[src/rtl/lpa_pkg.sv]
package lpa_pkg;
    localparam int N_CPU = 4;
    localparam int TP_W  = 4;
    localparam int ARB_W = 4;
    localparam int IDX_W = (N_CPU > 1) ? $clog2(N_CPU) : 1;

    typedef logic [TP_W-1:0]  tp_t;
    typedef logic [ARB_W-1:0] arb_t;
    typedef logic [IDX_W-1:0] idx_t;
    typedef logic [N_CPU-1:0] cpu_mask_t;

    typedef struct packed {
        logic hit;
        idx_t idx;
    } pick_t;

    localparam arb_t ARB_MAX = {ARB_W{1'b1}};

    function automatic arb_t arb_reset_value(input int i);
        return arb_t'(i);
    endfunction

    // candidate a beats incumbent b: lower task priority, or equal and larger counter
    function automatic logic beats(input tp_t tp_a, input arb_t arb_a,
                                   input tp_t tp_b, input arb_t arb_b);
        return (tp_a < tp_b) || ((tp_a == tp_b) && (arb_a > arb_b));
    endfunction

    function automatic arb_t arb_next(input logic is_winner, input arb_t cur,
                                      input arb_t winner_old);
        if (is_winner)
            return '0;
        else if (cur == ARB_MAX)
            return arb_t'(winner_old + 1'b1);
        else
            return arb_t'(cur + 1'b1);
    endfunction
endpackage

[src/rtl/lpa_tp_regs.sv]
module lpa_tp_regs
    import lpa_pkg::*;
(
    input  logic                   clk,
    input  logic                   rst,
    input  logic                   wr_en,
    input  idx_t                   wr_idx,
    input  tp_t                    wr_data,
    output tp_t [N_CPU-1:0]        tp_q
);
    for (genvar i = 0; i < N_CPU; i++) begin : g_tp
        always_ff @(posedge clk) begin
            if (rst)
                tp_q[i] <= '0;
            else if (wr_en && (wr_idx == idx_t'(i)))
                tp_q[i] <= wr_data;
        end
    end
endmodule

[src/rtl/lpa_min_select.sv]
module lpa_min_select
    import lpa_pkg::*;
(
    input  cpu_mask_t              elig,
    input  tp_t  [N_CPU-1:0]       tp_q,
    input  arb_t [N_CPU-1:0]       arb_q,
    output pick_t                  pick
);
    tp_t  best_tp;
    arb_t best_arb;

    always_comb begin
        pick     = '0;
        best_tp  = '0;
        best_arb = '0;
        for (int i = 0; i < N_CPU; i++) begin
            if (elig[i] && (!pick.hit || beats(tp_q[i], arb_q[i], best_tp, best_arb))) begin
                pick.hit = 1'b1;
                pick.idx = idx_t'(i);
                best_tp  = tp_q[i];
                best_arb = arb_q[i];
            end
        end
    end
endmodule

[src/rtl/lpa_arb_bank.sv]
module lpa_arb_bank
    import lpa_pkg::*;
(
    input  logic                   clk,
    input  logic                   rst,
    input  logic                   upd,
    input  idx_t                   win_idx,
    output arb_t [N_CPU-1:0]       arb_q
);
    arb_t winner_old;
    assign winner_old = arb_q[win_idx];

    for (genvar i = 0; i < N_CPU; i++) begin : g_arb
        always_ff @(posedge clk) begin
            if (rst)
                arb_q[i] <= arb_reset_value(i);
            else if (upd)
                arb_q[i] <= arb_next(win_idx == idx_t'(i), arb_q[i], winner_old);
        end
    end
endmodule

[src/rtl/lowest_prio_arbiter.sv]
module lowest_prio_arbiter
    import lpa_pkg::*;
(
    input  logic       clk,
    input  logic       rst,
    input  logic       tp_wr_en,
    input  logic [1:0] tp_wr_idx,
    input  logic [3:0] tp_wr_data,
    input  logic       req_valid,
    input  logic [3:0] req_elig,
    output logic       grant,
    output logic [3:0] win_onehot
);
    tp_t  [N_CPU-1:0] tp_q;
    arb_t [N_CPU-1:0] arb_q;
    pick_t            pick;
    logic             deliver;
    cpu_mask_t        pick_onehot;

    lpa_tp_regs u_tp (
        .clk     (clk),
        .rst     (rst),
        .wr_en   (tp_wr_en),
        .wr_idx  (idx_t'(tp_wr_idx)),
        .wr_data (tp_t'(tp_wr_data)),
        .tp_q    (tp_q)
    );

    lpa_min_select u_sel (
        .elig  (cpu_mask_t'(req_elig)),
        .tp_q  (tp_q),
        .arb_q (arb_q),
        .pick  (pick)
    );

    assign deliver = req_valid && pick.hit;

    lpa_arb_bank u_arb (
        .clk     (clk),
        .rst     (rst),
        .upd     (deliver),
        .win_idx (pick.idx),
        .arb_q   (arb_q)
    );

    for (genvar i = 0; i < N_CPU; i++) begin : g_dec
        assign pick_onehot[i] = (pick.idx == idx_t'(i));
    end

    always_ff @(posedge clk) begin
        if (rst) begin
            grant      <= 1'b0;
            win_onehot <= '0;
        end else begin
            grant      <= deliver;
            win_onehot <= deliver ? pick_onehot : '0;
        end
    end
endmodule

[config.mk]
export PLATFORM = sky130hd
export DESIGN_NAME = lowest_prio_arbiter
export DESIGN_NICKNAME = d
export VERILOG_FILES = /design/src/rtl/lpa_pkg.sv /design/src/rtl/lpa_tp_regs.sv /design/src/rtl/lpa_min_select.sv /design/src/rtl/lpa_arb_bank.sv /design/src/rtl/lowest_prio_arbiter.sv
export SDC_FILE = /design/constraint.sdc
export NUM_CORES = 1
export LEC_CHECK = 0
export BUFFER_PORTS_ARGS = -buffer_cell sky130_fd_sc_hd__buf_2
export CORE_MARGIN = 1
export CORE_UTILIZATION = 60
export CTS_CLUSTER_SIZE = 14
export DETAILED_ROUTE_END_ITERATION = 6
export PLACE_DENSITY = 0.79
export SETUP_SLACK_MARGIN = 0.1
export SYNTH_ARGS = -nofsm -noshare
export SYNTH_HDL_FRONTEND = slang
export SYNTH_HIERARCHICAL = 1
export SYNTH_SLANG_ARGS = --single-unit
[constraint.sdc]
create_clock -name clk -period 22.5 [get_ports clk]
set_clock_uncertainty 0.2 [all_clocks]
set_input_delay 4.5 -clock clk [delete_from_list [all_inputs] [get_ports clk]]
set_output_delay 4.5 -clock clk [all_outputs]
set_load 0.005 [all_outputs]
==> metrics.csv, run 1 <==
stage,metric,value,unit
status,status,"finished, final reports clean",
clock_network,TritonCTS Sinks,37,
synthesis,Ys Warns,6,
synthesis,Yosys top cell by area,dfxtp_1,
clock_network,Max Buffers Root-to-Sink,2,
critical_path,WS Path Type,in -> reg,
placement,# port buffers,18,
critical_path,CP max stage cell,mux4_1,
clock_network,hold buffer count at CTS,0,
floorplan,Initial Util,0.620,
cells_and_area,layout cell share with drive strength beyond 1,0.129,
clock_network,total setup buffers inserted after CTS,0,
synthesis,"Primary FF master, synth",dfxtp_1,
pwr,P_leak,0.00126,µW
critical_path,Crit path max-delay family,compound AO/OA/AOI/OAI gates,
critical_path,"slowest stage delay, CP",0.65,ns
synthesis,ys async rst share,0,
cells_and_area,Antenna diodes,0,
floorplan,Die H,69.1,µm
synthesis,Post-synth EDFFs,0,
timing,final hold violation count,0,
critical_path,crit-path max FO,18,
timing,Setup Viol. Count Final,0,
timing,Max Fclk,90.9,MHz
route,drt wl/cell,18.0,µm
timing,slew margin rel.,0.588,
synthesis,synthesized instance count,295,
synthesis,#FFs+latches synth,37,
route,initial DRC count,290,
route,Pre-antenna DRT Iters,6,
synthesis,syn_nets,338,
cells_and_area,Layout area overhead,6.90,%
critical_path,CP arrival,10.95,ns
clock_network,clock latency on the worst-skew pair,0.28,ns
timing,Worst Tran Pin Value,0.617,ns
clock_network,Num CTS Buffers,5,
global_routing,vias in the first global route,2294,
floorplan,Rows,24,
timing,RSZ-0062 raised after global routing,false,
clock_network,post-cts sizing count,0,
synthesis,synthesized area per cell,9.15,µm²
timing,period utilization,0.489,
clock_network,TritonCTS clock tree,yes,
placement,Detailed Place HPWL,4.69,mm
pwr,power per cell area,72.7,mW/mm²
clock_network,H-tree level count,2,
critical_path,Worst Path Required,22.46,ns
synthesis,sequential share of the synthesized area,0.274,
timing,setup_tns,0,ns
pwr,VDD IR max,0.0000429,V
synthesis,mapped cell area,0.00270,mm²
floorplan,Core Area,0.00435,mm²
synthesis,Synth top area share,0.274,
route,DRC,0,
synthesis,Synth top cells by count,"37 x dfxtp_1, 29 x ha_1, 24 x nand2b_1",
synthesis,main area contributors after synthesis,"dfxtp_1 27%, ha_1 13%, mux2i_1 8.2%, nand2b_1 5.6%, mux2_2 4.2%",
route,ANT nets after route,0,
cells_and_area,layout filler cell count,346,
synthesis,synth unique cells,56,
timing,Slew Limit Fails,0,
placement,Placer Congestion,0.899,
timing,"Min Clock Period, post-route",11.00,ns
synthesis,most frequent cell after synthesis,dfxtp_1,
route,routed wire length,6.50,mm
clock_network,root buf cell,clkbuf_8,
critical_path,CP Launch Type,input pin,
critical_path,WP buf/inv,1,
cells_and_area,Non-Filler Instances,362,
floorplan,Die Width,69.1,µm
global_routing,grt ovf,0,
clock_network,clock-pin slew on the worst setup and hold paths,0.07,ns
global_routing,first-pass GRT wire length,11.0,mm
critical_path,crit end category,flop,
global_routing,largest net degree at the start of global routing,39,
placement,Post-Place Cells,354,
flow_run,max cap viols,0,
floorplan,die area,0.00477,mm²
global_routing,initial antenna violation count,0,
floorplan,I/O pin cnt,19,
route,DR vias/cell,6.46,
cells_and_area,# nets final,352,
hold_path,worst hold path type,reg -> reg,
global_routing,Tot GR Track Use,0.283,
route,total vias in the final route,2340,
[area by class of cell]
| cell class | instances | area [µm²] | area share |
|---|---|---|---|
| well taps | 52 | 65.1 | 0.0225 |
| inverters | 18 | 67.6 | 0.0234 |
| multi-input cells | 228 | 1840 | 0.636 |
| flip-flops and latches | 37 | 741 | 0.257 |
| clock buffers | 8 | 80.1 | 0.0277 |
| repair buffers | 19 | 97.6 | 0.0338 |
[routing by layer]
layer | wire length [µm] | global-route usage | vias to the layer above
li1 | - | - | 1134
met1 | 3000 | 0.391 | 1078
met2 | 2930 | 0.442 | 110
met3 | 449 | 0.0556 | 18
met4 | 130 | 0.0952 | 0
met5 | 0 | 0 | -
[stage by stage]
stage	worst slack (ns)	hold WS (ns)	area (µm²)	util	total power, µW
6_report	11.50	0.284	2890	0.663	210
5_1_grt	11.18	0.300	2890	0.663	222
4_1_cts	11.65	0.287	2890	0.663	208
3_5_place_dp	11.41	0.275	2810	0.645	164
3_3_place_gp	11.77	0.264	2810	0.645	160
2_1_floorplan	11.93	0.248	2700	-	145
[worst paths after layout]
path	startpoint	end	slack, ns	cells past startpoint
worst max-delay path	req_elig[0]	u_arb/arb_q[2]	11.50	27
worst min-delay path	u_tp/tp_q[12]	u_tp/tp_q[12]	0.28	2
worst max register to register	u_arb/arb_q[1]	u_arb/arb_q[2]	15.48	26
worst min register to register	u_tp/tp_q[12]	u_tp/tp_q[12]	0.28	2
[registers in the layout, summed over array words and instances, names as in the netlist]
name / count
u_arb/arb_q: 16
win_onehot: 4
u_tp/tp_q: 16
grant: 1
[cell usage in the layout, fill, tap and decap left out, types with 4 or more instances in the layout]
master	Yosys	layout
a21oi_1	16	16
a32oi_1	6	6
and2_1	4	4
and3_1	6	6
buf_2	3	18
clkbuf_8	0	5
dfxtp_1	37	37
ha_1	29	29
inv_1	18	18
mux2_2	10	10
mux2i_1	22	22
nand2_1	15	15
nand2b_1	24	24
nand3_1	14	14
nand4_1	8	8
nor2_1	5	5
nor2b_1	6	6
o21a_1	4	4
o21ai_0	8	8
[cells by family (layout without fill, tap and decap cells)]
| kind of cell | after synthesis | count (layout) | share of synthesized area |
|---|---|---|---|
| flops | 37 | 37 | 0.274 |
| fa+ha+maj | 29 | 29 | 0.134 |
| buf+inv | 30 | 45 | 0.0459 |
| compound gates | 63 | 63 | 0.169 |
| xor+xnor | 2 | 2 | 0.00649 |
| simple gates | 98 | 98 | 0.209 |
| mux | 36 | 36 | 0.161 |
[report_power, final]
part           switching [µW]  total (µW)  leakage (µW)  internal [µW]
sequential               7.40        78.0      0.000302           70.6
clock                    22.2        44.2     0.0000395           22.0
combinational            48.5        87.6      0.000922           39.1
[worst reg2reg max path, stage by stage, from the launching register on]
cell       delay, ns
dfxtp_1         0.50
nand2_1         0.11
ha_1            0.31
nor2b_1         0.14
o211ai_1        0.22
a21oi_2         0.11
a31oi_2         0.35
a32oi_1         0.22
ha_1            0.33
nor2b_1         0.14
o21a_1          0.16
o21a_1          0.17
o22ai_1         0.12
a21o_1          0.37
mux2_2          0.39
ha_1            0.28
nor2b_1         0.14
o21a_1          0.17
o21a_1          0.16
o32ai_1         0.12
a2bb2oi_1       0.13
nand2b_1        0.40
mux4_1          0.65
ha_1            0.24
xor2_1          0.29
a21oi_1         0.12
a2111oi_0       0.38
No activity file was read; power rests on OpenSTA's default activity.
==> run 2, diff against run 1 <==
--- a/config.mk
+++ b/config.mk
@@ -7,10 +7,10 @@
 export LEC_CHECK = 0
 export BUFFER_PORTS_ARGS = -buffer_cell sky130_fd_sc_hd__buf_2
 export CORE_MARGIN = 1
-export CORE_UTILIZATION = 60
+export CORE_UTILIZATION = 55
 export CTS_CLUSTER_SIZE = 14
 export DETAILED_ROUTE_END_ITERATION = 6
-export PLACE_DENSITY = 0.79
+export PLACE_DENSITY = 0.77
 export SETUP_SLACK_MARGIN = 0.1
 export SYNTH_ARGS = -nofsm -noshare
 export SYNTH_HDL_FRONTEND = slang
==> constraint.sdc (replaced) <==
create_clock -name clk -period 9.47 [get_ports clk]
set_clock_uncertainty 0.2 [all_clocks]
set_input_delay 1.894 -clock clk [delete_from_list [all_inputs] [get_ports clk]]
set_output_delay 1.894 -clock clk [all_outputs]
set_load 0.005 [all_outputs]
==> run 2 against run 1 <==
Flip-flop and latch count stayed put. Clock-buffer cell count is 3 lower. Wire length is 2.9% lower. Die area is 8.8% higher. Critical path depth stayed put. Critical endpoint unchanged. Clock power is 150% higher. Combinational power is 140% higher. Core utilization is 4.7 points lower.
==> metrics.csv, run 2 (synthesis gave the netlist of run 1 again) <==
stage,metric,value,unit,change
status,status,"finished, final reports clean",,unchanged
placement,# port buffers,18,,unchanged
clock_network,H-tree level count,2,,unchanged
timing,Worst Tran Pin Value,0.610,ns,was 0.617 ns
clock_network,TritonCTS Sinks,37,,unchanged
global_routing,vias in the first global route,2261,,was 2294
cells_and_area,layout filler cell count,412,,was 346
route,DRC,0,,unchanged
timing,slew margin rel.,0.593,,was 0.588
floorplan,Die Width,72.1,µm,was 69.1 µm
route,total vias in the final route,2368,,was 2340
global_routing,largest net degree at the start of global routing,39,,unchanged
global_routing,grt ovf,0,,unchanged
clock_network,root buf cell,clkbuf_8,,unchanged
critical_path,Worst Path Required,9.45,ns,was 22.46 ns
cells_and_area,# nets final,352,,unchanged
cells_and_area,"most common cell after layout, fill and taps aside",dfxtp_1,,unchanged
timing,Hold WS,0.286,ns,was 0.284 ns
placement,Placer Congestion,0.883,,was 0.899
pwr,VDD IR max,0.0000670,V,was 0.0000429 V
cells_and_area,most frequent cells in the layout,"37 x dfxtp_1, 29 x ha_1, 24 x nand2b_1",,unchanged
clock_network,Max Buffers Root-to-Sink,2,,unchanged
cells_and_area,Layout area overhead,7.83,%,was 6.90%
timing,setup_tns,0,ns,unchanged
flow_run,max cap viols,0,,unchanged
clock_network,hold buffer count at CTS,0,,unchanged
route,initial DRC count,231,,was 290
floorplan,Initial Util,0.572,,was 0.620
timing,RSZ-0062 raised after global routing,false,,unchanged
floorplan,I/O pin cnt,19,,unchanged
floorplan,Rows,25,,was 24
timing,"Min Clock Period, post-route",8.23,ns,
critical_path,CP Launch Type,input pin,,unchanged
timing,Setup Viol. Count Final,0,,unchanged
route,DR vias/cell,6.28,,was 6.46
critical_path,crit-path max FO,18,,unchanged
route,drt wl/cell,16.7,µm,was 18.0 µm
timing,final hold violation count,0,,unchanged
cells_and_area,Regs by FF count,"u_arb/arb_q (16), u_tp/tp_q (16), win_onehot (4)",,unchanged
cells_and_area,layout cell share with drive strength beyond 1,0.139,,was 0.129
placement,Detailed Place HPWL,4.51,mm,was 4.69 mm
floorplan,die area,0.00519,mm²,was 0.00477 mm²
clock_network,TritonCTS clock tree,yes,,unchanged
critical_path,CP arrival,8.21,ns,was 10.95 ns
floorplan,Die H,72.1,µm,was 69.1 µm
timing,Max Fclk,121,MHz,
route,routed wire length,6.31,mm,was 6.50 mm
clock_network,clock latency on the worst-skew pair,0.30,ns,was 0.28 ns
floorplan,Core Area,0.00472,mm²,was 0.00435 mm²
clock_network,Num CTS Buffers,5,,unchanged
critical_path,WS Path Type,in -> reg,,unchanged
pwr,power per cell area,172,mW/mm²,was 72.7 mW/mm²
global_routing,first-pass GRT wire length,10.7,mm,was 11.0 mm
cells_and_area,Antenna diodes,0,,unchanged
clock_network,total setup buffers inserted after CTS,0,,unchanged
clock_network,clock-pin slew on the worst setup and hold paths,0.07,ns,about the same
timing,Slew Limit Fails,0,,unchanged
hold_path,worst hold path type,reg -> reg,,unchanged
global_routing,Tot GR Track Use,0.260,,was 0.283
pwr,P_leak,0.00127,µW,was 0.00126 µW
timing,period utilization,0.869,,
global_routing,initial antenna violation count,0,,unchanged
route,Pre-antenna DRT Iters,5,,was 6
critical_path,crit end category,flop,,unchanged
clock_network,post-cts sizing count,0,,unchanged
route,ANT nets after route,0,,unchanged
-- run 2: per-stage QoR --
stage               setup slack (ns)   util  instances  power [µW]  instance area, µm²
floorplan                       1.51      -        295         344                2700
detailed placement              1.00  0.598        369         388                2830
CTS                             1.32  0.616        377         497                2910
global route                   0.863  0.616        377         531                2910
finish                          1.24  0.616        377         500                2910
global placement                1.34  0.598        369         381                2830
-- run 2: final cells by class --
class,count,area (µm²),area share
clock buffers,5,68.8,0.0236
flip-flops and latches,37,741,0.254
inverters,18,67.6,0.0232
clock inverters,3,17.5,0.00602
repair buffers,19,97.6,0.0335
well taps,67,83.8,0.0288
multi-input cells,228,1840,0.630
-- run 2: where the power goes --
| part | leakage, µW | switching, µW | internal (µW) |
|---|---|---|---|
| Clock | 0.0000439 | 58.8 | 50.8 |
| Sequential | 0.000302 | 17.2 | 168 |
| Combinational | 0.000922 | 113 | 92.5 |
| Total | 0.00127 | 189 | 311 |
-- run 2: per-layer routing --
layer | global-route usage | part of all wire
met1 | 0.354 | 0.47
met2 | 0.409 | 0.44
met3 | 0.0528 | 0.066
met4 | 0.0937 | 0.018
met5 | 0 | 0
-- run 2: path summary, 6_finish.rpt --
kind	to	from	depth (start not counted)	slack [ns]
worst max-delay path	u_arb/arb_q[2]	req_elig[0]	27	1.24
worst min-delay path	u_tp/tp_q[15]	u_tp/tp_q[15]	2	0.29
worst max register to register	u_arb/arb_q[2]	u_arb/arb_q[1]	26	2.59
worst min register to register	u_tp/tp_q[15]	u_tp/tp_q[15]	2	0.29
-- run 2: critical path: stages --
cell	delay [ns]
buf_2	0.26
nand2_1	0.10
ha_1	0.30
nor2b_1	0.13
o211ai_1	0.18
a21oi_2	0.10
a31oi_2	0.36
a32oi_1	0.22
ha_1	0.32
nor2b_1	0.13
o21a_1	0.16
o21a_1	0.16
o22ai_1	0.09
a21o_1	0.35
mux2_2	0.39
ha_1	0.29
nor2b_1	0.13
o21a_1	0.16
o21a_1	0.16
o32ai_1	0.13
a2bb2oi_1	0.12
nand2b_1	0.41
mux4_2	0.66
ha_1	0.23
xor2_1	0.33
a21oi_1	0.11
a2111oi_0	0.36
==> run 3, diff against run 2 <==
--- a/config.mk
+++ b/config.mk
@@ -7,10 +7,10 @@
 export LEC_CHECK = 0
 export BUFFER_PORTS_ARGS = -buffer_cell sky130_fd_sc_hd__buf_2
 export CORE_MARGIN = 1
-export CORE_UTILIZATION = 55
+export CORE_UTILIZATION = 60
 export CTS_CLUSTER_SIZE = 14
 export DETAILED_ROUTE_END_ITERATION = 6
-export PLACE_DENSITY = 0.77
+export PLACE_DENSITY = 0.79
 export SETUP_SLACK_MARGIN = 0.1
 export SYNTH_ARGS = -nofsm -noshare
 export SYNTH_HDL_FRONTEND = slang
==> constraint.sdc (replaced) <==
create_clock -name clk -period 10.6 [get_ports clk]
set_clock_uncertainty 0.2 [all_clocks]
set_input_delay 2.12 -clock clk [delete_from_list [all_inputs] [get_ports clk]]
set_output_delay 2.12 -clock clk [all_outputs]
set_load 0.005 [all_outputs]
==> run 3 against run 2 <==
Global-route usage grew 2.3 points. Via count shrank 1.6%. Core utilization is 4.7 points higher. Flip-flop and latch count stayed put. Critical path depth is the same. First-iteration DRC count rose by 23%. Largest cell class unchanged. Register-to-register slack improved by 0.97 ns. Highest routed layer unchanged. Worst setup slack gained 0.72 ns. Die area is 8.1% lower.
==> metrics.csv, run 3 (synthesis gave the netlist of run 1 again) <==
stage,metric,value,unit,change
status,status,"finished, final reports clean",,unchanged
critical_path,crit end category,flop,,unchanged
clock_network,clock-pin slew on the worst setup and hold paths,0.07,ns,about the same
hold_path,Hold Path Stages,2,,unchanged
cells_and_area,Layout area overhead,6.90,%,was 7.83%
placement,Detailed Place HPWL,4.69,mm,was 4.51 mm
floorplan,I/O pin cnt,19,,unchanged
global_routing,largest net degree at the start of global routing,39,,unchanged
critical_path,CP arrival,8.60,ns,was 8.21 ns
clock_network,Max Buffers Root-to-Sink,2,,unchanged
placement,# port buffers,18,,unchanged
critical_path,Crit path max-delay family,compound AO/OA/AOI/OAI gates,,unchanged
timing,Max Fclk,116,MHz,
cells_and_area,most frequent cells in the layout,"37 x dfxtp_1, 29 x ha_1, 24 x nand2b_1",,unchanged
cells_and_area,"most common cell after layout, fill and taps aside",dfxtp_1,,unchanged
hold_path,worst hold path type,reg -> reg,,unchanged
timing,RSZ-0062 raised after global routing,false,,unchanged
floorplan,Core Area,0.00435,mm²,was 0.00472 mm²
clock_network,clock latency on the worst-skew pair,0.28,ns,was 0.30 ns
timing,final hold violation count,0,,unchanged
timing,Worst Tran Pin Value,0.619,ns,was 0.610 ns
clock_network,hold buffer count at CTS,0,,unchanged
global_routing,grt ovf,0,,unchanged
global_routing,vias in the first global route,2288,,was 2261
route,DRC,0,,unchanged
timing,setup_tns,0,ns,unchanged
critical_path,"slowest stage delay, CP",0.65,ns,was 0.66 ns
floorplan,Rows,24,,was 25
timing,period utilization,0.816,,
global_routing,GR Util met3,0.0526,,was 0.0528
clock_network,TritonCTS Sinks,37,,unchanged
global_routing,Tot GR Track Use,0.283,,was 0.260
placement,Placer Congestion,0.899,,was 0.883
critical_path,WS Path Type,in -> reg,,unchanged
global_routing,met2 usage,0.450,,was 0.409
floorplan,die area,0.00477,mm²,was 0.00519 mm²
pwr,VDD IR max,0.0000894,V,was 0.0000670 V
timing,slew margin rel.,0.587,,was 0.593
critical_path,Worst Path Required,10.56,ns,was 9.45 ns
clock_network,root buf cell,clkbuf_8,,unchanged
global_routing,first-pass GRT wire length,11.0,mm,was 10.7 mm
timing,"Min Clock Period, post-route",8.65,ns,
clock_network,total setup buffers inserted after CTS,0,,unchanged
floorplan,Die H,69.1,µm,was 72.1 µm
timing,Slew Limit Fails,0,,unchanged
floorplan,Die Width,69.1,µm,was 72.1 µm
critical_path,FF-to-FF path depth,26,,unchanged
pwr,power per cell area,154,mW/mm²,was 172 mW/mm²
clock_network,post-cts sizing count,0,,unchanged
route,drt wl/cell,18.0,µm,was 16.7 µm
pwr,P_leak,0.00126,µW,was 0.00127 µW
global_routing,grt met1 use,0.392,,was 0.354
cells_and_area,layout cell share with drive strength beyond 1,0.129,,was 0.139
cells_and_area,Antenna diodes,0,,unchanged
global_routing,busiest grt layer,met2,,unchanged
clock_network,TritonCTS clock tree,yes,,unchanged
route,routed wire length,6.51,mm,was 6.31 mm
clock_network,Num CTS Buffers,5,,unchanged
route,initial DRC count,284,,was 231
cells_and_area,final core utilization,0.663,,was 0.616
critical_path,crit-path max FO,18,,unchanged
cells_and_area,Regs by FF count,"u_arb/arb_q (16), u_tp/tp_q (16), win_onehot (4)",,unchanged
flow_run,max cap viols,0,,unchanged
placement,Post-DP Area,0.00281,mm²,was 0.00283 mm²
critical_path,CP max stage cell,mux4_2,,unchanged
route,Pre-antenna DRT Iters,7,,was 5
critical_path,CP Launch Type,input pin,,unchanged
critical_path,Worst path depth,27,,unchanged
cells_and_area,Final Cell Area,0.00289,mm²,was 0.00291 mm²
clock_network,H-tree level count,2,,unchanged
cells_and_area,# nets final,352,,unchanged
global_routing,initial antenna violation count,0,,unchanged
route,DR vias/cell,6.44,,was 6.28
route,total vias in the final route,2330,,was 2368
timing,Setup Viol. Count Final,0,,unchanged
route,ANT nets after route,0,,unchanged
floorplan,Initial Util,0.620,,was 0.572
critical_path,WP buf/inv,1,,unchanged
critical_path,R2R Setup Slk,3.56,ns,was 2.59 ns
[run 3: changes by cell type in the layout (fill, tap and decap cells not counted), sizes merged]
cell      previous run  this run
clkbuf               5         8
clkinvlp             1         0
clkinv               2         0
[run 3: worst paths after layout]
| kind | startpoint | to |
|---|---|---|
| setup / recovery | req_elig[0] | u_arb/arb_q[2] |
| hold / removal | u_tp/tp_q[12] | u_tp/tp_q[12] |
| setup reg to reg | u_arb/arb_q[1] | u_arb/arb_q[2] |
| hold reg to reg | u_tp/tp_q[12] | u_tp/tp_q[12] |
[run 3: area by class of cell]
cell class	instances	area, µm²
Inverter	18	67.6
Tap cell	52	65.1
Fill cell	347	1470
Multi-Input combinational cell	228	1840
Timing Repair Buffer	19	97.6
Sequential cell	37	741
Clock buffer	8	80.1
[run 3: worst register-to-register path, delay by kind of cell, from the launching register on]
family	cells	cell delay, ns
compound gates	14	2.87
fa+ha+maj	4	1.14
simple gates	5	0.91
flops	1	0.49
xor+xnor	1	0.29
mux	2	1.05
[run 3: through the flow]
step	hold slack [ns]	setup WS (ns)	power (µW)	std cells
2_1_floorplan	0.248	2.41	307	295
3_3_place_gp	0.264	2.25	340	354
3_5_place_dp	0.275	1.86	349	354
4_1_cts	0.287	2.12	441	362
5_1_grt	0.300	1.63	472	362
6_report	0.284	1.95	445	362
[run 3: per-layer routing]
layer / vias up / share of wire
li1: 1128 / -
met1: 1107 / 0.48
met2: 83 / 0.46
met3: 12 / 0.052
met4: 0 / 0.011
met5: - / 0
[run 3: report_power, final]
part           total [µW]  switching (µW)  internal, µW
combinational         187             104          83.2
sequential            165            15.5           150
clock                92.7            46.0          46.7
